--- config.mk ---
export PLATFORM = sky130hd
export DESIGN_NAME = mcyc_sequencer
export DESIGN_NICKNAME = d
export VERILOG_FILES = /design/src/rtl/mcyc_pkg.sv /design/src/rtl/mcyc_hint_latch.sv /design/src/rtl/mcyc_hold_ctl.sv /design/src/rtl/mcyc_state_fsm.sv /design/src/rtl/mcyc_sequencer.sv
export SDC_FILE = /design/constraint.sdc
export NUM_CORES = 1
export LEC_CHECK = 0
export ABC_AREA = 1
export BUFFER_PORTS_ARGS = -buffer_cell sky130_fd_sc_hd__buf_2
export CAP_MARGIN = 20
export CELL_PAD_IN_SITES_DETAIL_PLACEMENT = 1
export CELL_PAD_IN_SITES_GLOBAL_PLACEMENT = 1
export CORE_UTILIZATION = 38
export CTS_CLUSTER_SIZE = 12
export DETAILED_ROUTE_END_ITERATION = 6
export PLACE_DENSITY_LB_ADDON = 0.1
export SYNTH_ARGS = -nofsm -noshare
export SYNTH_HDL_FRONTEND = slang
export SYNTH_SLANG_ARGS = --single-unit
--- constraint.sdc ---
create_clock -name clk -period 2.53 [get_ports clk]
set_input_delay 0.506 -clock clk [delete_from_list [all_inputs] [get_ports clk]]
set_output_delay 0.506 -clock clk [all_outputs]
set_load 0.005 [all_outputs]
--- src/rtl/mcyc_pkg.sv ---
package mcyc_pkg;

   localparam int STATE_W = 3;

   typedef enum logic [STATE_W-1:0] {
      ST_T1    = 3'd0,
      ST_T2    = 3'd1,
      ST_T3    = 3'd2,
      ST_T4    = 3'd3,
      ST_T5    = 3'd4,
      ST_TW    = 3'd5,
      ST_THOLD = 3'd6,
      ST_THALT = 3'd7
   } mstate_e;

endpackage

--- src/rtl/mcyc_hint_latch.sv ---
module mcyc_hint_latch #(
   parameter int CNT_W      = 3,
   parameter int MIN_STATES = 3,
   parameter int MAX_STATES = 5
) (
   input  logic             clk,
   input  logic             rst,
   input  logic             capture,
   input  logic             cyc_write,
   input  logic [CNT_W-1:0] cyc_states,
   input  logic             cyc_last,
   input  logic             cyc_halt,
   output logic             h_write,
   output logic [CNT_W-1:0] h_n,
   output logic             h_last,
   output logic             h_halt
);

   localparam logic [CNT_W-1:0] LO = CNT_W'(MIN_STATES);
   localparam logic [CNT_W-1:0] HI = CNT_W'(MAX_STATES);

   logic [CNT_W-1:0] n_clamped;

   generate
      if (MIN_STATES == MAX_STATES) begin : g_fixed
         assign n_clamped = LO;
      end else begin : g_clamp
         assign n_clamped = (cyc_states < LO) ? LO :
                            (cyc_states > HI) ? HI : cyc_states;
      end
   endgenerate

   always_ff @(posedge clk) begin
      if (rst) begin
         h_write <= 1'b0;
         h_n     <= LO;
         h_last  <= 1'b1;
         h_halt  <= 1'b0;
      end else if (capture) begin
         h_write <= cyc_write;
         h_n     <= n_clamped;
         h_last  <= cyc_last;
         h_halt  <= cyc_halt;
      end
   end

endmodule

--- src/rtl/mcyc_hold_ctl.sv ---
module mcyc_hold_ctl
   import mcyc_pkg::*;
(
   input  logic    clk,
   input  logic    rst,
   input  mstate_e st,
   input  logic    ready,
   input  logic    hold_req,
   input  logic    h_write,
   output logic    hold_ack,
   output logic    hold_pend
);

   logic sample;
   assign sample = (st == ST_T2 || st == ST_TW) && ready && hold_req;

   always_ff @(posedge clk) begin
      if (rst) begin
         hold_ack  <= 1'b0;
         hold_pend <= 1'b0;
      end else if (st == ST_THOLD) begin
         hold_pend <= 1'b0;
         if (!hold_req) hold_ack <= 1'b0;
      end else if (sample) begin
         hold_pend <= 1'b1;
         if (!h_write) hold_ack <= 1'b1;
      end else if (st == ST_T3 && hold_pend && h_write) begin
         hold_ack <= 1'b1;
      end else if (st == ST_THALT && hold_req) begin
         hold_ack <= 1'b1;
      end
   end


   rd_hold_chk: assert property (@(posedge clk) disable iff (rst)
      ((st == ST_T2 || st == ST_TW) && ready && hold_req && !h_write) |=> hold_ack);


   hold_rel_chk: assert property (@(posedge clk) disable iff (rst)
      (st == ST_THOLD && !hold_req) |=> !hold_ack);

endmodule

--- src/rtl/mcyc_state_fsm.sv ---
module mcyc_state_fsm
   import mcyc_pkg::*;
#(
   parameter int CNT_W = 3
) (
   input  logic             clk,
   input  logic             rst,
   input  logic             ready,
   input  logic             hold_req,
   input  logic             int_req,
   input  logic             int_en,
   input  logic [CNT_W-1:0] h_n,
   input  logic             h_last,
   input  logic             h_halt,
   input  logic             hold_pend,
   output mstate_e          st,
   output logic             m1,
   output logic             int_cycle
);

   localparam logic [CNT_W-1:0] N3 = CNT_W'(3);
   localparam logic [CNT_W-1:0] N4 = CNT_W'(4);

   mstate_e st_n;
   logic    m1_n, intc_n, cyc_end;
   logic    ret_halt, ret_halt_n;
   logic    en_h, en_h_n;

   always_comb begin
      st_n       = st;
      m1_n       = m1;
      intc_n     = 1'b0;
      ret_halt_n = ret_halt;
      en_h_n     = en_h;
      cyc_end    = 1'b0;
      case (st)
         ST_T1: st_n = ST_T2;
         ST_T2, ST_TW: st_n = ready ? ST_T3 : ST_TW;
         ST_T3: if (h_n > N3) st_n = ST_T4; else cyc_end = 1'b1;
         ST_T4: if (h_n > N4) st_n = ST_T5; else cyc_end = 1'b1;
         ST_T5: cyc_end = 1'b1;
         ST_THOLD: begin
            if (!hold_req) begin
               if (ret_halt) begin
                  st_n = ST_THALT;
               end else begin
                  st_n = ST_T1;
                  m1_n = h_last;
               end
            end
         end
         ST_THALT: begin
            if (hold_req) begin
               st_n       = ST_THOLD;
               ret_halt_n = 1'b1;
            end else if (int_req && en_h) begin
               st_n   = ST_T1;
               m1_n   = 1'b1;
               intc_n = 1'b1;
            end
         end
         default: st_n = ST_T1;
      endcase
      if (cyc_end) begin
         if (h_halt) en_h_n = int_en;
         if (hold_pend) begin
            st_n       = ST_THOLD;
            ret_halt_n = h_halt;
         end else if (h_halt) begin
            st_n = ST_THALT;
         end else if (h_last && int_req && int_en) begin
            st_n   = ST_T1;
            m1_n   = 1'b1;
            intc_n = 1'b1;
         end else begin
            st_n = ST_T1;
            m1_n = h_last;
         end
      end
   end

   always_ff @(posedge clk) begin
      if (rst) begin
         st        <= ST_T1;
         m1        <= 1'b1;
         int_cycle <= 1'b0;
         ret_halt  <= 1'b0;
         en_h      <= 1'b0;
      end else begin
         st        <= st_n;
         m1        <= m1_n;
         int_cycle <= intc_n;
         ret_halt  <= ret_halt_n;
         en_h      <= en_h_n;
      end
   end


   t1_step_chk: assert property (@(posedge clk) disable iff (rst)
      (st == ST_T1) |=> (st == ST_T2));


   tw_exit_chk: assert property (@(posedge clk) disable iff (rst)
      (st == ST_TW && ready) |=> (st == ST_T3));


   halt_hold_chk: assert property (@(posedge clk) disable iff (rst)
      (st == ST_THALT && hold_req) |=> (st == ST_THOLD));

endmodule

--- src/rtl/mcyc_sequencer.sv ---
module mcyc_sequencer
   import mcyc_pkg::*;
#(
   parameter int CNT_W      = 3,
   parameter int MIN_STATES = 3,
   parameter int MAX_STATES = 5
) (
   input  logic               clk,
   input  logic               rst,
   input  logic               ready,
   input  logic               hold_req,
   input  logic               int_req,
   input  logic               int_en,
   input  logic               cyc_write,
   input  logic [CNT_W-1:0]   cyc_states,
   input  logic               cyc_last,
   input  logic               cyc_halt,
   output logic [STATE_W-1:0] state,
   output logic               m1,
   output logic               sync,
   output logic               wait_o,
   output logic               hold_ack,
   output logic               addr_oe,
   output logic               data_oe,
   output logic               rd_en,
   output logic               int_cycle
);

   generate
      if (MIN_STATES < 3 || MAX_STATES > 5 || MIN_STATES > MAX_STATES) begin : g_bad_range
         $error("mcyc_sequencer: state count range must lie within 3..5");
      end
      if (MAX_STATES >= (1 << CNT_W)) begin : g_bad_width
         $error("mcyc_sequencer: CNT_W too narrow for MAX_STATES");
      end
   endgenerate

   mstate_e          st;
   logic             h_write, h_last, h_halt, hold_pend;
   logic [CNT_W-1:0] h_n;
   logic             in_xfer;

   mcyc_hint_latch #(
      .CNT_W     (CNT_W),
      .MIN_STATES(MIN_STATES),
      .MAX_STATES(MAX_STATES)
   ) i_hints (
      .clk       (clk),
      .rst       (rst),
      .capture   (st == ST_T1),
      .cyc_write (cyc_write),
      .cyc_states(cyc_states),
      .cyc_last  (cyc_last),
      .cyc_halt  (cyc_halt),
      .h_write   (h_write),
      .h_n       (h_n),
      .h_last    (h_last),
      .h_halt    (h_halt)
   );

   mcyc_hold_ctl i_hold (
      .clk      (clk),
      .rst      (rst),
      .st       (st),
      .ready    (ready),
      .hold_req (hold_req),
      .h_write  (h_write),
      .hold_ack (hold_ack),
      .hold_pend(hold_pend)
   );

   mcyc_state_fsm #(
      .CNT_W(CNT_W)
   ) i_fsm (
      .clk      (clk),
      .rst      (rst),
      .ready    (ready),
      .hold_req (hold_req),
      .int_req  (int_req),
      .int_en   (int_en),
      .h_n      (h_n),
      .h_last   (h_last),
      .h_halt   (h_halt),
      .hold_pend(hold_pend),
      .st       (st),
      .m1       (m1),
      .int_cycle(int_cycle)
   );

   assign in_xfer = (st == ST_T2) || (st == ST_TW) || (st == ST_T3);
   assign state   = st;
   assign sync    = (st == ST_T1);
   assign wait_o  = (st == ST_TW);
   assign addr_oe = !hold_ack && (st != ST_THALT);
   assign data_oe = in_xfer && h_write && !hold_ack;
   assign rd_en   = in_xfer && !h_write && !hold_ack;


   halt_bus_chk: assert property (@(posedge clk) disable iff (rst)
      (st == ST_THALT) |-> (!data_oe && !rd_en && !hold_ack));


   sync_single_chk: assert property (@(posedge clk) disable iff (rst)
      sync |=> !sync);

endmodule

Word-level counts from Yosys, hierarchy flattened
Cells that the tools add are included.
Widths: inputs -> output; s select.
{"block": "word_totals", "ff_bits": 15, "input_bits": 12, "output_inout_bits": 11, "elab_cells": 96}
{"block": "op_classes", "magnitude_cmp": 4, "eq_ne": 14, "mux": 42, "n_reduce_logical": 25}
{"op": "$mux 3", "count": 12}
{"op": "$mux 1", "count": 27}
{"op": "$pmux 3 s6", "count": 1}
{"op": "$logic_and 1x1->1", "count": 13}
{"op": "$eq 3x3->1 const B", "count": 4}
{"op": "$reduce_bool 7->1", "count": 1}
{"op": "$eq 3x2->1 const B", "count": 2}
{"op": "$gt 3x3->1 const B", "count": 2}
{"op": "$ne 3x1->1 const B", "count": 2}
{"op": "$ne 3x2->1 const B", "count": 2}
{"op": "$reduce_and 5->1", "count": 1}
{"op": "$ne 4x2->1 const B", "count": 1}
{"op": "$reduce_bool 4->1", "count": 1}
{"op": "$reduce_or 2->1", "count": 2}
{"op": "$eq 3x1->1 const B", "count": 1}
{"op": "$gt 3x2->1 const B", "count": 1}
{"op": "$logic_not 3->1", "count": 1}
{"op": "$lt 3x2->1 const B", "count": 1}
{"op": "$ne 3x3->1 const B", "count": 1}
{"op": "$pmux 1 s3", "count": 1}
{"op": "$reduce_and 3->1", "count": 1}
{"op": "$logic_not 1->1", "count": 2}
{"op": "$logic_or 1x1->1", "count": 2}
{"op": "$ne 2x2->1 const B", "count": 1}
{"op": "2 further kinds", "count": 2}

Depth between registers and ports, before layout
{"block": "logic_depth", "word_depth": 8, "mapped_depth": 11, "ltp_nobuf": 10}

Cells and area by module
From an unflattened synthesis, not the netlist that was laid out.
{"block": "hier_totals", "cells_unflattened": 156, "area_unflattened_um2": 899.6}
{"mod": "mcyc_state_fsm", "instances": 1, "cells_each": 86, "area_each_um2": 480.5, "seq_area_each_um2": 140.1}
{"mod": "mcyc_hint_latch", "instances": 1, "cells_each": 30, "area_each_um2": 221.5, "seq_area_each_um2": 120.1}
{"mod": "mcyc_hold_ctl", "instances": 1, "cells_each": 25, "area_each_um2": 133.9, "seq_area_each_um2": 40.0}
{"mod": "mcyc_sequencer", "instances": 1, "cells_each": 15, "area_each_um2": 63.8, "seq_area_each_um2": 0.0}

Worst setup path after synthesis
No wires, ideal clock.
{"block": "synth_timing", "path_type": "flip-flop to output port", "startpoint": "register i_fsm.st[1]", "endpoint": "output rd_en", "arrival_time_ns": 1.013, "t_required_ns": 2.024, "slack_ns": 1.011, "path_stages_with_launch": 7, "n_path_buf": 1, "cell_sequence": "dfxtp_1 > buf_6 > inv_2 > nor3_1 > or2_2 > inv_1 > nor3_1"}
{"block": "synth_via", "elab_chain_cells": 5, "word_cells_on_any_way": 7, "classes_between": "3 x eq/ne; 4 x reduce/logical"}
{"item": "start: declaration", "line_no": "mcyc_state_fsm.sv:16", "rtl": "output mstate_e st,"}
{"item": "start signal: assignment", "line_no": "mcyc_state_fsm.sv:90", "rtl": "st <= st_n;"}
{"item": "$eq 3x1->1 or $eq 3x3->1 (tied branches)", "line_no": "mcyc_sequencer.sv:90", "rtl": "assign in_xfer = (st == ST_T2) || (st == ST_TW) || (st == ST_T3);"}
{"item": "$logic_or 1x1->1", "line_no": "mcyc_sequencer.sv:90"}
{"item": "$logic_or 1x1->1 (*)", "line_no": "mcyc_sequencer.sv:90"}
{"item": "$logic_and 1x1->1 (*) (2 in series)", "line_no": "mcyc_sequencer.sv:96", "rtl": "assign rd_en = in_xfer && !h_write && !hold_ack;"}
{"item": "end: declaration", "line_no": "mcyc_sequencer.sv:25", "rtl": "output logic rd_en,"}
Mark *: on every way between the ends. The rest lies on a longest branch, timed or not.

Worst setup path in the final report
Same ends and word-level chain as after synthesis.

==> results.json <==
{
  "met2_length_um": 1133,
  "gp_congestion": 0.8286,
  "leakage_nw": 0.5566,
  "worstHoldStart": "cyc_last",
  "synth_common_cells": "nand2_1, nand3_1, nor2_1",
  "synth-warning-count": 0,
  "hold-path-cell-count": 3,
  "wirelength_met1_um": 1018,
  "ios": 23,
  "drt_drc_violations_left": 0,
  "synth_edf_count": 0,
  "groute.usage.overall_pct": 21.71,
  "first_pass_iters": 3,
  "hold_end": "i_hints.h_last$_SDFFE_PP1P_",
  "worst_clock_skew_ns": 0.001290,
  "initial_antenna_violation_count": 0,
  "share_of_flip_flops_with_an_asynchronous_set_or_reset_pct": 0,
  "utilization_pct": 47.17,
  "ctsResizeCount": 0,
  "postSynthRegisterBits": 15,
  "cts_buffer_depth": 2,
  "yosys-top-cells-area": "dfxtp_1, nand2_1, nand3_1, nor2_1, inv_1",
  "synth_ff_type": "dfxtp_1",
  "ir_drop_v": 0.0005257,
  "finalCriticalPeriod_ns": 2.122,
  "clock-root-buffer": "clkbuf_4",
  "worstSkewPairLatency_ns": 0.29,
  "timing.critical_path.fanout_max": 9,
  "drv.max_cap_violation_count": 0,
  "grt_pass1_vias": 941,
  "worst_r2r_path_depth": 9,
  "setup-tns-final_ns": 0,
  "routed.top_layer": "met4",
  "critPathArrivalTime_ns": 1.62,
  "postCtsHoldBufs": 0,
  "grt_max_degree": 11,
  "port-buffer-count": 22,
  "synth_fp_nets": 149,
  "highest_achievable_clock_rate_mhz": 471.2,
  "post_route_fraction_of_the_period_consumed_by_the_critical_path_pct": 83.89,
  "chipHeight_um": 50.52,
  "syn_area_um2": 894.6,
  "critical_path.reg2reg.endpoint": "i_fsm.m1$_SDFF_PP1_",
  "global_route_wire_length_before_repair_um": 4043,
  "syn2layout_area_growth_pct": 16.64,
  "cts.sink_count": 15,
  "timing.slew.headroom_pct": 73.91,
  "yosys.cell_count.top_type": "nand2_1",
  "total_length_of_routed_met3_wires_um": 75,
  "avgSynthCellArea_um2": 6.530,
  "post_cts_repair_setup_buffers": 0,
  "min_path_type": "in2reg",
  "timing_max_transition_violations_final": 0,
  "placementRows": 17,
  "ys_seq_area_share_pct": 33.57,
  "setup_violations": 0,
  "fill_cells": 328,
  "insertedDiodeCount": 0,
  "design.core.area_mm2": 0.002212,
  "nature_of_the_critical_path_endpoint": "output port",
  "ys_types": 23,
  "numCtsBuffers": 3,
  "fraction_of_layout_instances_using_a_drive_strength_above_1_pct": 26.09,
  "cts_htree_levels": 1,
  "power_per_cell_area_mw_per_mm2": 1092,
  "status": "finished, final reports clean",
  "critical_path_required_ns": 2.02,
  "slack_of_the_worst_reg_to_reg_path_ns": 1.13,
  "grt_setup_unrepaired": "false",
  "worst_r2r_startpoint": "i_fsm.st[1]$_SDFFE_PP0P_",
  "yosys.area.top_type": "dfxtp_1",
  "routed_wire_length_per_instance_um": 12.10,
  "floorplan.initialDensity_pct": 40.44,
  "worst_setup_path_start_kind": "flop",
  "tritoncts": "built",
  "timing_hold_violations_final": 0,
  "via_count": 960,
  "global_route.overflow_total": 0,
  "place_hpwl_um": 1885,
  "worst-slew-pin-transition_ns": 0.3909,
  "cts.clk_slew.worst_paths_ns": 0.09,
  "drtIter0Drc": 3,
  "path_class": "reg2out",
  "detail-route-antenna-nets": 0,
  "routed_via_density": 5.079,
  "synth_top_cell_area_share_pct": 33.57,
  "die_x_um": 50.52,
  "synth_cells": 137,
  "die_outline_area_mm2": 0.002552,
  "finish.net_count": 174,
  "drt-total-wl_um": 2286
}
-- cell type report --
cell class	count	area (um^2)	share of cell area (%)
flip-flops and latches	15	300.3	28.78
inverters	21	78.83	7.554
repair buffers	22	110.1	10.55
clock buffers	4	26.28	2.518
well taps	28	35.03	3.357
multi-input cells	99	493.0	47.24
-- cells in the final DEF (no fill, tap or decap), types with 3 or more instances in the layout --
master and instances:
nor3_1 3, dfxtp_1 15, buf_2 22, clkbuf_4 3, o21ai_0 6, nand3_1 17, nor2_1 17, inv_2 4
inv_1 16, nand2_1 32, a21oi_1 5, nor2_2 3, nand2_2 4
-- critical path: stages, from the launching register on --
cell,delay [ns]
dfxtp_1,0.57
inv_2,0.12
nor3_1,0.20
or2_2,0.15
inv_1,0.05
nor3_1,0.12
buf_2,0.13
-- metal layers --
layer	global-route usage (%)	vias up
met2	37.56	23
met4	12.04	0
met1	24.54	448
li1	-	482
met3	4.545	7
met5	0	-
-- cell families (layout without fill, tap and decap cells) --
kind of cell / Yosys count / after routing / synth area share (%)
and+or+nand+nor: 83 / 83 / 45.18
DFF: 15 / 15 / 33.57
buffers and inverters: 23 / 47 / 11.33
AOI/OAI and AO/OA: 16 / 16 / 9.931
-- worst max path at each step --
stage / start / to
final: i_fsm.st[1]$_SDFFE_PP0P_ / rd_en
after global routing: i_fsm.st[1]$_SDFFE_PP0P_ / rd_en
after CTS: i_fsm.st[1]$_SDFFE_PP0P_ / rd_en
after detailed placement: i_fsm.st[1]$_SDFFE_PP0P_ / rd_en
after global placement: i_fsm.st[1]$_SDFFE_PP0P_ / rd_en
after floorplan: i_fsm.st[1]$_SDFFE_PP0P_ / rd_en
-- flip-flops by register name, summed over array words and instances (netlist names) --
| signal | flops |
|---|---|
| i_fsm.st | 3 |
| i_hold.hold_pend | 1 |
| i_hints.h_write | 1 |
| i_fsm.int_cycle | 1 |
| i_hints.h_last | 1 |
| i_hints.h_halt | 1 |
| i_hold.hold_ack | 1 |
| i_hints.h_n | 3 |
| i_fsm.en_h | 1 |
| i_fsm.ret_halt | 1 |
| i_fsm.m1 | 1 |
-- where the power goes --
part	leakage [nW]	switching, W	internal (W)
registers	0.123	0.000117	0.000324
logic	0.418	0.000336	0.000220
clock network	0.0150	0.0000806	0.0000614
-- stage by stage --
step / instances / hold WS, ns / worst slack, ns / power (W) / area (um^2)
final: 189 / 0.4112 / 0.4076 / 0.001139 / 1044
after CTS: 189 / 0.4100 / 0.4133 / 0.001158 / 1044
after floorplan: 137 / 0.4270 / 1.011 / 0.0008523 / 894.6
after detailed placement: 185 / 0.4572 / 0.7462 / 0.001012 / 1017
after global placement: 185 / 0.4388 / 0.7932 / 0.0009832 / 1017
after global routing: 189 / 0.4088 / 0.2903 / 0.001266 / 1044
Note: power is estimated with default switching activity, not from simulation.
